`src/rtl/vic_pkg.sv`:
```
package vic_pkg;
    localparam int MODE_W  = 4;
    localparam int LEN_W   = 14;
    localparam int ADDR_W  = 32;
    localparam int INSTR_W = MODE_W + 2 * LEN_W + 3 * ADDR_W;
    localparam int OFF_W   = 2 * LEN_W;
    localparam logic [MODE_W-1:0] MATVEC_CODE = 4'b0111;

    typedef struct packed {
        logic [MODE_W-1:0] mode;
        logic [LEN_W-1:0]  len;
        logic [LEN_W-1:0]  wid;
        logic [ADDR_W-1:0] ax;
        logic [ADDR_W-1:0] ay;
        logic [ADDR_W-1:0] az;
    } macro_t;

    typedef enum logic [1:0] {
        S_IDLE    = 2'd0,
        S_VEC_RUN = 2'd1,
        S_MAT_RUN = 2'd2,
        S_EMPTY   = 2'd3
    } seq_state_t;
endpackage

```
`src/rtl/vic_decode.sv`:
```
module vic_decode
    import vic_pkg::*;
(
    input  logic [INSTR_W-1:0] word,
    output macro_t             fields,
    output logic               is_matvec,
    output logic               is_empty
);
    always_comb begin
        fields    = macro_t'(word);
        is_matvec = (fields.mode == MATVEC_CODE);
        is_empty  = (fields.len == '0) || (is_matvec && fields.wid == '0);
    end
endmodule

```
`src/rtl/vic_seq.sv`:
```
module vic_seq
    import vic_pkg::*;
#(
    parameter int NTRACK = 4
) (
    input  logic              clk,
    input  logic              rst_n,
    input  logic              instr_valid,
    input  macro_t            dec,
    input  logic              dec_matvec,
    input  logic              dec_empty,
    input  logic              stall,
    output macro_t            cur,
    output logic              in_matvec,
    output logic [LEN_W-1:0]  rem_len,
    output logic [LEN_W-1:0]  col_base,
    output logic [LEN_W-1:0]  row_idx,
    output logic [OFF_W-1:0]  row_off,
    output logic              ready,
    output logic              issue,
    output logic              done,
    output logic              first_tile,
    output logic              last_tile
);
    localparam logic [LEN_W:0]   NT_EXT = (LEN_W+1)'(NTRACK);
    localparam logic [LEN_W-1:0] NT     = LEN_W'(NTRACK);
    localparam logic [LEN_W-1:0] ONE    = LEN_W'(1);

    seq_state_t state, nxt;
    logic [LEN_W-1:0] rem_wid, wid_copy;
    logic accept, last_col, row_last;

    assign accept   = instr_valid && ready;
    assign last_col = ({1'b0, rem_len} <= NT_EXT);
    assign row_last = (rem_wid == ONE);

    always_comb begin
        nxt = state;
        unique case (state)
            S_IDLE: begin
                if (accept) begin
                    if (dec_empty)       nxt = S_EMPTY;
                    else if (dec_matvec) nxt = S_MAT_RUN;
                    else                 nxt = S_VEC_RUN;
                end
            end
            S_VEC_RUN: if (issue && last_col) nxt = S_IDLE;
            S_MAT_RUN: if (issue && last_col && row_last) nxt = S_IDLE;
            S_EMPTY:   nxt = S_IDLE;
            default:   nxt = S_IDLE;
        endcase
    end

    always_ff @(posedge clk or negedge rst_n) begin
        if (!rst_n) state <= S_IDLE;
        else        state <= nxt;
    end

    always_ff @(posedge clk or negedge rst_n) begin
        if (!rst_n) begin
            cur      <= '0;
            rem_len  <= '0;
            rem_wid  <= '0;
            wid_copy <= '0;
            col_base <= '0;
            row_idx  <= '0;
            row_off  <= '0;
        end else if (accept) begin
            cur      <= dec;
            rem_len  <= dec.len;
            rem_wid  <= dec.wid;
            wid_copy <= dec.wid;
            col_base <= '0;
            row_idx  <= '0;
            row_off  <= '0;
        end else if (issue) begin
            if (state == S_VEC_RUN) begin
                rem_len  <= rem_len - NT;
                col_base <= col_base + NT;
            end else if (row_last) begin
                rem_len  <= rem_len - NT;
                col_base <= col_base + NT;
                rem_wid  <= wid_copy;
                row_idx  <= '0;
                row_off  <= '0;
            end else begin
                rem_wid  <= rem_wid - ONE;
                row_idx  <= row_idx + ONE;
                row_off  <= row_off + OFF_W'(cur.len);
            end
        end
    end

    always_comb begin
        ready      = (state == S_IDLE);
        in_matvec  = (state == S_MAT_RUN);
        issue      = ((state == S_VEC_RUN) || (state == S_MAT_RUN)) && !stall;
        done       = (state == S_EMPTY) ||
                     (issue && last_col && ((state == S_VEC_RUN) || row_last));
        first_tile = issue && (col_base == '0);
        last_tile  = issue && last_col;
    end

    a_r2_ready_not_busy: assert property (@(posedge clk) disable iff (!rst_n)
        !(ready && issue));
    a_r9_stall_blocks_issue: assert property (@(posedge clk) disable iff (!rst_n)
        stall |-> !issue);
    a_r9_stall_freezes: assert property (@(posedge clk) disable iff (!rst_n)
        (stall && !ready) |=> ($stable(col_base) && $stable(rem_wid) && $stable(row_off)));
    a_r5_ready_after_done: assert property (@(posedge clk) disable iff (!rst_n)
        done |=> ready);
    a_r10_empty_no_beat: assert property (@(posedge clk) disable iff (!rst_n)
        (state == S_EMPTY) |-> (done && !issue));
endmodule

```
`src/rtl/vic_lanes.sv`:
```
module vic_lanes
    import vic_pkg::*;
#(
    parameter int NTRACK = 4
) (
    input  logic [LEN_W-1:0]  rem_len,
    input  logic              issue,
    output logic [NTRACK-1:0] lane_valid
);
    for (genvar i = 0; i < NTRACK; i++) begin : g_lane
        assign lane_valid[i] = issue && ({1'b0, rem_len} > (LEN_W+1)'(i));
    end
endmodule

```
`src/rtl/vic_agen.sv`:
```
module vic_agen
    import vic_pkg::*;
(
    input  macro_t            cur,
    input  logic              in_matvec,
    input  logic [LEN_W-1:0]  col_base,
    input  logic [LEN_W-1:0]  row_idx,
    input  logic [OFF_W-1:0]  row_off,
    output logic [ADDR_W-1:0] addr_x,
    output logic [ADDR_W-1:0] addr_y,
    output logic [ADDR_W-1:0] addr_z
);
    logic [ADDR_W-1:0] col_ext;

    always_comb begin
        col_ext = ADDR_W'(col_base);
        addr_y  = cur.ay + col_ext;
        if (in_matvec) begin
            addr_x = cur.ax + ADDR_W'(row_off) + col_ext;
            addr_z = cur.az + ADDR_W'(row_idx);
        end else begin
            addr_x = cur.ax + col_ext;
            addr_z = cur.az + col_ext;
        end
    end
endmodule

```
`src/rtl/vic_top.sv`:
```
module vic_top
    import vic_pkg::*;
#(
    parameter int NTRACK = 4
) (
    input  logic               clk,
    input  logic               rst_n,
    input  logic               instr_valid,
    input  logic [INSTR_W-1:0] instr_word,
    input  logic               stall,
    output logic               instr_ready,
    output logic               issue_valid,
    output logic [MODE_W-1:0]  op_mode,
    output logic [NTRACK-1:0]  lane_valid,
    output logic [ADDR_W-1:0]  addr_x,
    output logic [ADDR_W-1:0]  addr_y,
    output logic [ADDR_W-1:0]  addr_z,
    output logic               tile_first,
    output logic               tile_last,
    output logic               instr_done
);
    macro_t dec, cur;
    logic dec_matvec, dec_empty, in_matvec;
    logic [LEN_W-1:0] rem_len, col_base, row_idx;
    logic [OFF_W-1:0] row_off;

    vic_decode u_dec (
        .word      (instr_word),
        .fields    (dec),
        .is_matvec (dec_matvec),
        .is_empty  (dec_empty)
    );

    vic_seq #(.NTRACK(NTRACK)) u_seq (
        .clk        (clk),
        .rst_n      (rst_n),
        .instr_valid(instr_valid),
        .dec        (dec),
        .dec_matvec (dec_matvec),
        .dec_empty  (dec_empty),
        .stall      (stall),
        .cur        (cur),
        .in_matvec  (in_matvec),
        .rem_len    (rem_len),
        .col_base   (col_base),
        .row_idx    (row_idx),
        .row_off    (row_off),
        .ready      (instr_ready),
        .issue      (issue_valid),
        .done       (instr_done),
        .first_tile (tile_first),
        .last_tile  (tile_last)
    );

    vic_lanes #(.NTRACK(NTRACK)) u_lanes (
        .rem_len    (rem_len),
        .issue      (issue_valid),
        .lane_valid (lane_valid)
    );

    vic_agen u_agen (
        .cur       (cur),
        .in_matvec (in_matvec),
        .col_base  (col_base),
        .row_idx   (row_idx),
        .row_off   (row_off),
        .addr_x    (addr_x),
        .addr_y    (addr_y),
        .addr_z    (addr_z)
    );

    assign op_mode = cur.mode;

    a_r4_lane0_on_beat: assert property (@(posedge clk) disable iff (!rst_n)
        issue_valid |-> lane_valid[0]);
    a_r4_full_mask_early: assert property (@(posedge clk) disable iff (!rst_n)
        (issue_valid && !tile_last) |-> (&lane_valid));
    a_r8_last_holds_on_done: assert property (@(posedge clk) disable iff (!rst_n)
        (instr_done && issue_valid) |-> tile_last);
    a_r11_idle_mask_clear: assert property (@(posedge clk) disable iff (!rst_n)
        !issue_valid |-> (lane_valid == '0));
endmodule

```
`config.mk`:
```
export PLATFORM = sky130hd
export DESIGN_NAME = vic_top
export DESIGN_NICKNAME = d
export VERILOG_FILES = /design/src/rtl/vic_pkg.sv /design/src/rtl/vic_decode.sv /design/src/rtl/vic_seq.sv /design/src/rtl/vic_lanes.sv /design/src/rtl/vic_agen.sv /design/src/rtl/vic_top.sv
export SDC_FILE = /design/constraint.sdc
export NUM_CORES = 1
export LEC_CHECK = 0
export BUFFER_PORTS_ARGS = -buffer_cell sky130_fd_sc_hd__buf_2
export CAP_MARGIN = 20
export CORE_AREA = 2 2 168 170
export DETAILED_ROUTE_END_ITERATION = 6
export DIE_AREA = 0 0 170 172
export MAX_ROUTING_LAYER = met4
export PLACE_DENSITY_LB_ADDON = 0.05
export SETUP_SLACK_MARGIN = 0.1
export SLEW_MARGIN = 40
export SYNTH_ARGS = -nofsm -noshare
export SYNTH_HDL_FRONTEND = slang
export SYNTH_SLANG_ARGS = --single-unit
```
`constraint.sdc`:
```
create_clock -name clk -period 6 [get_ports clk]
set_input_delay 1.2 -clock clk [delete_from_list [all_inputs] [get_ports clk]]
set_output_delay 1.2 -clock clk [all_outputs]
set_load 0.1 [all_outputs]
```
==> summary.txt <==
GRT
  – First-pass GRT wire length: 65.4 mm
  – Tot GR Track Use: 0.285
  – Largest net degree at the start of global routing: 85
  – Initial antenna violation count: 0
  – Residual overflow from global routing: 0
  – Vias in the first global route: 12802

Die
  – Core footprint: 27500 um2
  – Starting Density: 0.540
  – IO Count: 241
  – Std-Cell Rows: 61
  – Chip width: 170 um
  – DIE AREA: 29200 um2
  – Die Y-Extent: 172 um

Clock network
  – Number of buffers created by CTS: 26
  – CTS clk-pin slew, worst paths: 60 ps
  – Clock Sinks: 212
  – Clk buf depth: 3
  – Clk_lat worst skew: 560 ps
  – Post-CTS Setup Bufs: 0
  – Clock Root Buffer: clkbuf_16
  – Post_cts resized: 0
  – CTS tree: done
  – H-tree depth: 1
  – Hold_buf cts: 0

Setup path
  – Startpoint Class: flop
  – Critical-path cell list: fa_1 > inv_1 > fa_1 > nor2b_1 > o31a_1 > o211ai_1 > a211oi_1 > o41ai_1 > buf_4 > or3_1 > o21ai_1 > xor2_1 > buf_4
  – Crit-path slowest cell: fa_1
  – Max Fanout on Critical Path: 7
  – R2r setup slk: 2510 ps
  – WS Path Type: reg2out
  – CP Capture Type: primary output
  – Max incr delay on CP: 570 ps
  – CP Data Required Time: 4800 ps
  – WP data arrival: 4440 ps

Drt
  – Avg WL per Cell: 17.0 um
  – Vias: 13489
  – Pre-antenna DRT Iters: 5
  – Drt total wl: 40.6 mm
  – DRT iter0 DRCs: 866
  – Remaining DRCs: 0
  – Vias per std cell: 5.64
  – Final ANT Viol Nets: 0

Timing
  – Final number of hold-violating endpoints: 0
  – Final setup viols: 0
  – Minimum clock period: 5640 ps
  – Final Cycle Share: 0.941
  – Slew headroom: 0.431
  – Slew @ Worst Pin: 852 ps
  – FMAX: 0.177 GHz
  – RSZ-0062 raised after global routing: false
  – TNS Setup: 0 ps
  – Fin. max-slew vios: 0
  – Clk_skew: 22.0 ps

Yosys
  – Syn_area_per_cell: 8.17 um2
  – Syn Inst Count: 1816
  – Post-synth top flop: dfrtp_1
  – Cell Area, Synth: 14800 um2
  – Register area share after synthesis: 0.358
  – Mapped Nets: 2072
  – Cell variety after synth: 69
  – Number of synthesized flops with an enable pin: 0
  – Count of warnings emitted by yosys: 0
  – Async S/R FF share, synth: 1.00
  – Post-synth top area share: 0.358
  – Flops & latches, synth: 212
  – Post-synth top area cell: dfrtp_1
  – Synth top area cells: dfrtp_1 (36%), nand2_1 (13%), ha_1 (9.2%), xnor2_1 (4.5%), xor2_1 (4.3%)

Flow run
  – Maxcap violations: 0

Cells and area
  – Fin nets: 2283
  – Commonest non-fill, non-tap cells in the layout: nand2_1 (498), buf_2 (236), dfrtp_1 (212)
  – Layout cells sized above 1: 0.171
  – # fillers: 2440
  – # diodes: 0
  – Area Growth Syn to Fin: 16.8%
  – Area taken by multi-input logic gates: 9130 um2
  – Commonest non-fill, non-tap cell in the layout: nand2_1
  – Register area: 5310 um2

Run status
  – Status: finished clean

Placement
  – Dpl hpwl: 30.4 mm
  – Number of port buffers: 240
  – Placer Congestion: 0.907

Min path
  – Hold/Removal Path Class: reg2reg
## sequential cells by signal, indices dropped and copies added (netlist names)
register / count
u_seq.state: 2
u_seq.rem_len: 14
u_seq.col_base: 12
u_seq.row_off: 28
u_seq.cur: 114
u_seq.rem_wid: 14
u_seq.row_idx: 14
u_seq.wid_copy: 14
## area by class of cell
class,instances,share of cell area
sequential,212,0.306
clock inverter,12,0.00816
timing repair buffer,260,0.0811
tap,346,0.0250
inverter,44,0.00953
multi-input combinational,1483,0.527
clock buffer,35,0.0430
## path summary, 6_finish.rpt
path / startpoint / to / cells past startpoint
max: u_seq.col_base[2] / addr_x[31] / 13
min reg2reg: u_seq.wid_copy[0] / u_seq.wid_copy[0] / 2
min in group asynchronous: rst_n / u_seq.cur[51] / 1
max reg2reg: u_seq.rem_wid[7] / u_seq.row_off[14] / 8
min: u_seq.wid_copy[0] / u_seq.wid_copy[0] / 2
max in group asynchronous: rst_n / u_seq.cur[91] / 3
## cell families after synthesis
kind of cell / count (synthesis) / synth area share
buf+inv: 121 / 0.0323
other cells: 1 / 0.000253
compound gates: 364 / 0.152
xor+xnor: 149 / 0.0880
flops: 212 / 0.358
simple gates: 826 / 0.244
fa+ha+maj: 124 / 0.112
mux: 19 / 0.0137
## cell usage after synthesis, drive strengths merged, types with 5 or more instances
cell type	n
o21bai	6
nor2	111
or3	12
mux2i	8
ha	109
clkbuf	63
fa	15
or2	9
nand3	37
nor2b	7
buf	14
nor3	28
nor4	12
nand3b	5
o31ai	18
or4	13
a21oi	93
o21a	15
a211oi	18
nand2	499
a31oi	13
and3	33
dfrtp	212
nand4	25
mux2	11
a21o	24
nand2b	12
xnor2	77
o21ai	120
xor2	72
inv	44
a31o	5
and2	11
o211ai	13
## routing by layer
layer | vias to the layer above | part of all wire | track usage
met4 | 0 | 0.021 | 0.0661
met2 | 352 | 0.46 | 0.459
met3 | 62 | 0.054 | 0.0423
met1 | 6412 | 0.47 | 0.384
met5 | - | 0 | -
li1 | 6663 | - | -
## worst max-delay path, delay by kind of cell (launching register included)
kind,cells,cell delay (ps)
AOI/OAI and AO/OA,5,1150
adders and majority gates,2,1030
buffers and inverters,3,530
and+or+nand+nor,2,520
DFF,1,470
xor gates and xnor gates,1,190
## metrics by stage
step / worst slack (ps) / std cells / hold slack [ps] / cell area (um2) / util
after floorplan: 141 / 1816 / 440 / 14900 / -
after detailed placement: 760 / 2345 / 458 / 16400 / 0.598
after CTS: 175 / 2392 / 473 / 17300 / 0.630
final: 355 / 2392 / 469 / 17300 / 0.631
after global placement: 856 / 2343 / 453 / 16400 / 0.596
after global routing: 98.6 / 2392 / 499 / 17300 / 0.631
Power is not shown: default switching activity piles up to over one toggle a cycle in this logic, so the estimate is an artifact.
